--- src/rtl/sha256_sched_pkg.sv ---
// Shared constants, word type and the two small sigma functions of the
// SHA-256 message expansion. Assumes 32-bit words as the algorithm fixes.
package sha256_sched_pkg;

    localparam int WORD_W     = 32;
    localparam int WIN_LEN    = 16;
    localparam int NUM_ROUNDS = 64;

    typedef logic [WORD_W-1:0] word_t;

    // Rotate right by a constant amount.
    function automatic word_t rotr(input word_t x, input int n);
        return (x >> n) | (x << (WORD_W - n));
    endfunction

    // Small sigma 0: rotate 7, rotate 18, shift 3.
    function automatic word_t ssig0(input word_t x);
        return rotr(x, 7) ^ rotr(x, 18) ^ (x >> 3);
    endfunction

    // Small sigma 1: rotate 17, rotate 19, shift 10.
    function automatic word_t ssig1(input word_t x);
        return rotr(x, 17) ^ rotr(x, 19) ^ (x >> 10);
    endfunction

endpackage

--- src/rtl/ws_round_ctr.sv ---
// Round index of the schedule. Restarts on load, steps on advance and
// saturates at the final round. Assumes load has priority over advance.
module ws_round_ctr #(
    parameter int NUM_ROUNDS = sha256_sched_pkg::NUM_ROUNDS
) (
    input  logic clk,
    input  logic rst_n,
    input  logic init_i,
    input  logic next_i,
    output logic adv_o,
    output logic at_last_o
);
    localparam int CNT_W = $clog2(NUM_ROUNDS);
    localparam logic [CNT_W-1:0] LAST = CNT_W'(NUM_ROUNDS - 1);

    logic [CNT_W-1:0] cnt;

    assign at_last_o = (cnt == LAST);
    assign adv_o     = next_i & ~init_i & ~at_last_o;

    // Round index update: reset/load clears, advance increments.
    always_ff @(posedge clk) begin
        if (!rst_n) begin
            cnt <= '0;
        end else if (init_i) begin
            cnt <= '0;
        end else if (adv_o) begin
            cnt <= cnt + 1'b1;
        end
    end

    // a load always restarts the round index
    assert_load_restart_R7: assert property (@(posedge clk) disable iff (!rst_n)
        init_i |=> (cnt == '0));

    // an accepted advance moves the index by exactly one
    assert_step_one_R6: assert property (@(posedge clk) disable iff (!rst_n)
        adv_o |=> (cnt == $past(cnt) + 1'b1));

    // the final round is sticky under advance strobes
    assert_last_sticky_R8: assert property (@(posedge clk) disable iff (!rst_n)
        (at_last_o && next_i && !init_i) |=> at_last_o);

endmodule

--- src/rtl/ws_expand.sv ---
// Combinational computation of the next schedule word from four window
// taps. Assumes taps are W[t-2], W[t-7], W[t-15], W[t-16] of the new word.
module ws_expand
    import sha256_sched_pkg::*;
(
    input  word_t near_i,
    input  word_t mid_i,
    input  word_t far_i,
    input  word_t oldest_i,
    output word_t fresh_o
);
    // New word: sum modulo 2^32 of the four terms.
    always_comb begin
        fresh_o = ssig1(near_i) + mid_i + ssig0(far_i) + oldest_i;
    end

endmodule

--- src/rtl/ws_window.sv ---
// Sliding window of WIN_LEN separate word registers. Slot 0 holds the
// current word. A load fills all slots from the block (top word into slot 0);
// a shift moves every slot down one place and writes the fresh word to the end.
module ws_window
    import sha256_sched_pkg::*;
#(
    parameter int WIN_LEN = sha256_sched_pkg::WIN_LEN
) (
    input  logic                      clk,
    input  logic                      rst_n,
    input  logic                      load_i,
    input  logic                      shift_i,
    input  logic [WIN_LEN*WORD_W-1:0] blk_i,
    input  word_t                     fresh_i,
    output word_t                     head_o,
    output word_t                     far_o,
    output word_t                     mid_o,
    output word_t                     near_o
);
    localparam int TAIL     = WIN_LEN - 1;
    localparam int NEAR_IDX = WIN_LEN - 2;
    localparam int MID_IDX  = WIN_LEN - 7;
    localparam int FAR_IDX  = 1;

    word_t slot [WIN_LEN];

    for (genvar i = 0; i < WIN_LEN; i++) begin : g_slot
        word_t shift_src;
        if (i == TAIL) begin : g_tail
            assign shift_src = fresh_i;
        end else begin : g_body
            assign shift_src = slot[i+1];
        end

        // Slot register: clear, load from block, or take the shifted-in word.
        always_ff @(posedge clk) begin
            if (!rst_n) begin
                slot[i] <= '0;
            end else if (load_i) begin
                slot[i] <= blk_i[(WIN_LEN-i)*WORD_W-1 -: WORD_W];
            end else if (shift_i) begin
                slot[i] <= shift_src;
            end
        end
    end

    assign head_o = slot[0];
    assign far_o  = slot[FAR_IDX];
    assign mid_o  = slot[MID_IDX];
    assign near_o = slot[NEAR_IDX];

    // after a load the head shows the top word of the block
    assert_load_head_R2: assert property (@(posedge clk) disable iff (!rst_n)
        load_i |=> (head_o == $past(blk_i[WIN_LEN*WORD_W-1 -: WORD_W])));

    // a shift brings the following word to the head
    assert_shift_head_R6: assert property (@(posedge clk) disable iff (!rst_n)
        (shift_i && !load_i) |=> (head_o == $past(far_o)));

    // without load or shift the window does not move
    assert_quiet_hold_R6: assert property (@(posedge clk) disable iff (!rst_n)
        (!shift_i && !load_i) |=> ($stable(head_o) && $stable(near_o)));

endmodule

--- src/rtl/msg_schedule_w.sv ---
// SHA-256 message schedule generator. Presents one expanded word per round
// from a 16-register sliding window. Assumes the caller pulses init_i once
// per block and next_i once per consumed word.
module msg_schedule_w
    import sha256_sched_pkg::*;
#(
    parameter int WIN_LEN    = sha256_sched_pkg::WIN_LEN,
    parameter int NUM_ROUNDS = sha256_sched_pkg::NUM_ROUNDS
) (
    input  logic                      clk,
    input  logic                      rst_n,
    input  logic                      init_i,
    input  logic                      next_i,
    input  logic [WIN_LEN*WORD_W-1:0] block_i,
    output logic [WORD_W-1:0]         w_o
);
    logic  adv;
    logic  at_last;
    word_t head_w;
    word_t far_w;
    word_t mid_w;
    word_t near_w;
    word_t fresh_w;

    ws_round_ctr #(.NUM_ROUNDS(NUM_ROUNDS)) i_ctr (
        .clk       (clk),
        .rst_n     (rst_n),
        .init_i    (init_i),
        .next_i    (next_i),
        .adv_o     (adv),
        .at_last_o (at_last)
    );

    ws_window #(.WIN_LEN(WIN_LEN)) i_win (
        .clk     (clk),
        .rst_n   (rst_n),
        .load_i  (init_i),
        .shift_i (adv),
        .blk_i   (block_i),
        .fresh_i (fresh_w),
        .head_o  (head_w),
        .far_o   (far_w),
        .mid_o   (mid_w),
        .near_o  (near_w)
    );

    ws_expand i_exp (
        .near_i   (near_w),
        .mid_i    (mid_w),
        .far_i    (far_w),
        .oldest_i (head_w),
        .fresh_o  (fresh_w)
    );

    assign w_o = head_w;

    // advances at the final round leave the output unchanged
    assert_saturate_R8: assert property (@(posedge clk) disable iff (!rst_n)
        (at_last && next_i && !init_i) |=> $stable(w_o));

    // load wins over a simultaneous advance
    assert_init_priority_R7: assert property (@(posedge clk) disable iff (!rst_n)
        (init_i && next_i) |=> (w_o == $past(block_i[WIN_LEN*WORD_W-1 -: WORD_W])));

endmodule

--- config.mk ---
export PLATFORM = sky130hd
export DESIGN_NAME = msg_schedule_w
export DESIGN_NICKNAME = d
export VERILOG_FILES = /design/src/rtl/sha256_sched_pkg.sv /design/src/rtl/ws_round_ctr.sv /design/src/rtl/ws_expand.sv /design/src/rtl/ws_window.sv /design/src/rtl/msg_schedule_w.sv
export SDC_FILE = /design/constraint.sdc
export NUM_CORES = 1
export LEC_CHECK = 0
export CELL_PAD_IN_SITES_DETAIL_PLACEMENT = 1
export CELL_PAD_IN_SITES_GLOBAL_PLACEMENT = 1
export CORE_UTILIZATION = 30
export CTS_BUF_LIST = sky130_fd_sc_hd__clkbuf_2 sky130_fd_sc_hd__clkbuf_4 sky130_fd_sc_hd__clkbuf_8
export DETAILED_ROUTE_END_ITERATION = 6
export DONT_BUFFER_PORTS = 1
export PLACE_DENSITY = 0.51
export SYNTH_ARGS = -nofsm -noshare
export SYNTH_HDL_FRONTEND = slang
export SYNTH_SLANG_ARGS = --single-unit
export TNS_END_PERCENT = 30
--- constraint.sdc ---
create_clock -name clk -period 27.8 [get_ports clk]
set_input_delay 4.17 -clock clk [delete_from_list [all_inputs] [get_ports clk]]
set_output_delay 4.17 -clock clk [all_outputs]
set_load 0.005 [all_outputs]
Yosys cells after proc, flatten, opt, wreduce, memory -nomap -nowiden. Memory sizes are Yosys's and may differ from the RTL's. Cells that the tools add are included.

Register bits: 6. Memory bits (writable): 512. Bits of input ports: 516. Output and inout port bits: 32. Word-level logic and storage cells: 93. Memories kept: 1.

Memory list: i_win.slot (depth 16, bits a word 32, rd ports 16, clocked after memory_dff 0, write ports 16, line ws_window.sv:25) `word_t slot [WIN_LEN];`.

Add/subtract/negate cells: 4. Equal/unequal tests: 1. Multiplexer cells: 40. Bitwise operators: 45. Reductions and logical operators: 1.

Operators with widths (number): $mux 32 (32); $add 32x32->32 (3); $xor 32x32->32 (2); $or 1x1->1 (32); $or 13x32->32 (1); $or 14x32->32 (1); $or 15x32->32 (1); $or 25x32->32 (1); $xor 32x22->32 (1); $xor 32x29->32 (1); $mux 1 (8); $add 6x1->6 const B (1); $eq 6x6->1 const B (1); $not 1->1 (3); $and 1x1->1 (2); $reduce_or 2->1 (1).

Logic depth before layout (Yosys ltp).
Depth in word-level cells: 8. Gate-level depth with buffers: 16. Mapped depth without buffers: 16.

Cells and area by module. A second synthesis with hierarchy kept.

Cells, all modules: 1785. Area total of the unflattened synthesis: 26550.5 um^2.

By module, submodules not included: ws_window (times used 1, cells an instance 1200, area each 21738.3 um^2, seq. area each 15374.7 um^2); ws_expand (times used 1, cells an instance 551, area each 4494.3 um^2, seq. area each 0.0 um^2); ws_round_ctr (times used 1, cells an instance 34, area each 317.8 um^2, seq. area each 120.1 um^2).

Worst setup path after synthesis. OpenSTA, ideal clock, no wires.

Path kind: input port to flip-flop. Start point: input init_i. End point: memory i_win.slot[0][0] (netlist bit), enable pin. Arrival time: 15.951 ns. Data required time: 26.868 ns. Setup slack: 10.917 ns. Cell stages on the path: 3. Cell sequence: nand2b_1 clkbuf_1 nand2b_1.

RTL lines: start, declared (line msg_schedule_w.sv:12) `input logic init_i,`; end, declared (line ws_window.sv:25).

==> metrics.md <==
| Metric | Value |
|---|---|
| Outcome | completed |
| GRT Total Usage | 22.2% |
| Routed Antenna Nets | 0 |
| DR iter-0 viols | roughly 1,300 |
| IO Count | 548 |
| DRC | 0 |
| Hold path endpoint | i_ctr.cnt[1] |
| Vias | around 16,000 |
| Post-layout power | between 2 and 3 mW |
| Number of nets in the layout | about 2,400 |
| RSZ-0062 raised after global routing | no |
| Reg-to-reg startpoint | i_win.slot[1][4] |
| GRT overflow | 0 |
| Die width | a little under 300 um |
| Crit share post-route | 27.5% |
| Cell count after synthesis | 1,771 |
| Mean Syn Cell Area | ~14 um^2 |
| #FFs+latches synth | 518 |
| Layout area overhead | 11.3% |
| Hold Buf Count CTS | 0 |
| Fraction of layout cells with a size suffix above 1 | about a tenth |
| Initial antenna violation count | 18 |
| YS warnings | 0 |
| Routability cong. | just under 0.9 |
| Die height | 291 um |
| Post-CTS Setup Bufs | 0 |
| CTS sink cnt | approximately 520 |
| R2R cell count | 16 |
| Minimum clock period after layout | 7.63 ns |
| Router iterations before antenna repair | 5 |
| Slew HR | between 20% and 30% |
| Pwr dens | 90.6 nW/um^2 |
| Worst skew pair latency | 0.71 ns |
| Rows | 105 |
| Die area | around 85,000 um^2 |
| Crit path DAT | approximately 7.9 ns |
| Post-synthesis cell type count | 50 |
| Post-synth EDFFs | just over 500 |
| Pint | between 1.5 and 2 mW |
| Flop-to-flop setup slack | roughly 23 ns |
| Initial Utilization | approximately 30% |
| Hold wc startpoint | i_ctr.cnt[1] |
| Global-route wire length before repair | between 100,000 and 150,000 um |
| WL final | 96,900 um |
| Reg clk slew, reported paths | about 0.060 ns |
| Endpoints failing hold | 0 |
| Switch Pwr | 0.934 mW |
| H-tree Lvls | 3 |
| Startpoint types | input pin |
| Leakage Power | 11.0 nW |
| Synthesized area | between 20,000 and 30,000 um^2 |
| Max-cap violations | 0 |
| Routed length per instance | between 30 and 40 um |
| Fin. max-slew vios | 0 |
| Post-Route Setup TNS | 0 ns |
| Worst Hold Class | reg -> reg |
| Post-cts resize count | 0 |
| Vias in the first global route | 16,447 |
| Syn_nets | ~2,400 |
| CP endpoint kind | register |
| Port buffer count | 0 |
| R2R Path End | i_win.slot[15][29] |
| Post-detail-place hpwl | 72,800 um |
| Clk pwr share | between 20% and 30% |
| TritonCTS Buffers | 94 |
| Flop pwr share | approximately two fifths |
| Async set-or-reset flop fraction in the synthesized netlist | 0% |
| Register area share after synthesis | approximately 60% |
| Clock root buffer | clkbuf_8 |
| Largest net degree at the start of global routing | between 200 and 250 |
| Main flop type after synthesis | edfxtp_1 |
| Via density | 5.39 |
| Core area | about 83,000 um^2 |
| Max Buffers Root-to-Sink | 3 |
| Worst-Margin Slew | around 1.1 ns |
| Max Freq | 131 MHz |
| CP required | 28.11 ns |
| CP Class | in -> reg |
| Final Skew | between 0.04 and 0.05 ns |
| Sw frac | 36.8% |
| Power share of the combinational group | 31.5% |
| Max FO, Critical Path | ~70 |
| Maximum VDD drop | roughly 0.033 mV |
| Hold path depth | 2 |
| Final setup fails | 0 |
| CTS tree | done |
[layout make-up]
cell class	instances	area [um^2]
antenna	7	17.5
clock buffer	123	1510
clock inverter	41	324
fill	8611	54500
inverter	142	533
multi-input combinational	985	8610
sequential	518	15500
tap	1070	1340
timing repair buffer	14	155
[cell usage after synthesis (6+ instances only)]
library cell	instances	share of area, %
a21oi_1	35	0.70
a22o_1	482	17
buf_2	36	0.72
clkbuf_1	86	1.3
dfxtp_1	6	0.48
edfxtp_1	512	61
fa_1	62	4.9
ha_1	32	1.6
inv_1	142	2.1
nand2_1	57	0.85
nand3_1	10	0.20
nand4_1	10	0.25
nor2_1	23	0.34
nor3_1	10	0.20
o21ai_0	31	0.62
o21ai_1	19	0.38
xnor2_1	124	4.3
xor2_1	26	0.91
[worst max-delay path, stage by stage]
cell      delay, ns
nand2b_1       0.32
nand2b_4       0.84
buf_4          0.89
buf_4          0.78
buf_4          0.76
[cell usage in the layout, fill, tap and decap left out, types with 3 or more instances in the layout]
cell         n
a21o_1       5
a21oi_1     35
a22o_1     482
and2_1       3
and3_1       3
buf_12       4
buf_4       10
bufinv_16    3
clkbuf_4    29
clkbuf_8    94
clkinv_1    19
clkinv_2    11
clkinv_8     3
dfxtp_1      6
diode_2      7
edfxtp_1   512
fa_1        62
ha_1        32
inv_1      142
nand2_1     57
nand2b_1     3
nand3_1     10
nand4_1     10
nor2_1      22
nor2b_1      3
nor3_1      10
o211ai_1     5
o21a_1       5
o21ai_0     31
o21ai_1     19
o31ai_2      3
xnor2_1    124
xor2_1      26
[flip-flops by register name, summed over array words and instances (netlist names)]
register and cells:
i_win.slot 512, i_ctr.cnt 6
[kinds of logic after synthesis]
| group | synth area share [%] |
|---|---|
| adder cells (fa/ha/maj) | 6.53 |
| AND/OR/NAND/NOR | 2.44 |
| buffers and inverters | 4.18 |
| flip-flops | 61.6 |
| AO/OA/AOI/OAI | 19.9 |
| multiplexers | 0.0796 |
| XOR/XNOR | 5.23 |
[power by group through the flow]
stage          Combinational [mW]  Sequential, mW  Clock, mW
6_report                    0.799            1.01      0.728
4_1_cts                     0.789            1.01      0.750
5_1_grt                     0.866            1.02      0.777
2_1_floorplan               0.524           0.996          0
3_3_place_gp                0.769            1.03          0
3_5_place_dp                0.781            1.03          0
[metrics by stage]
step	util, %	cells	hold WS (ns)	area [um^2]	worst slack [ns]
5_1_grt	33.9	2898	0.535	28000	19.93
4_1_cts	33.9	2893	0.507	28000	20.20
3_3_place_gp	31.7	2729	0.470	26100	19.53
6_report	33.9	2900	0.505	28000	20.17
3_5_place_dp	31.7	2729	0.498	26100	19.43
2_1_floorplan	-	1771	0.453	25100	10.92
[per-layer routing]
| layer | routed length, um | global-route usage (%) | vias to the layer above | part of all wire, % |
|---|---|---|---|---|
| li1 | - | - | 6818 | - |
| met1 | 38400 | 27.0 | 7988 | 40 |
| met2 | 47300 | 37.0 | 649 | 49 |
| met3 | 8840 | 7.73 | 145 | 9.1 |
| met4 | 2210 | 6.30 | 20 | 2.3 |
| met5 | 137 | 0 | - | 0.14 |
[how the worst max path moves through the flow]
stage	startpoint	end	slack, ns	cells after the start
floorplan	init_i	i_win.slot[0][0]	10.92	3
global placement	init_i	i_win.slot[7][17]	19.53	5
detailed placement	init_i	i_win.slot[5][11]	19.43	5
CTS	init_i	i_win.slot[5][7]	20.20	5
global route	init_i	i_win.slot[5][7]	19.93	5
finish	init_i	i_win.slot[6][14]	20.17	5
(Power assumes the default switching activity.)
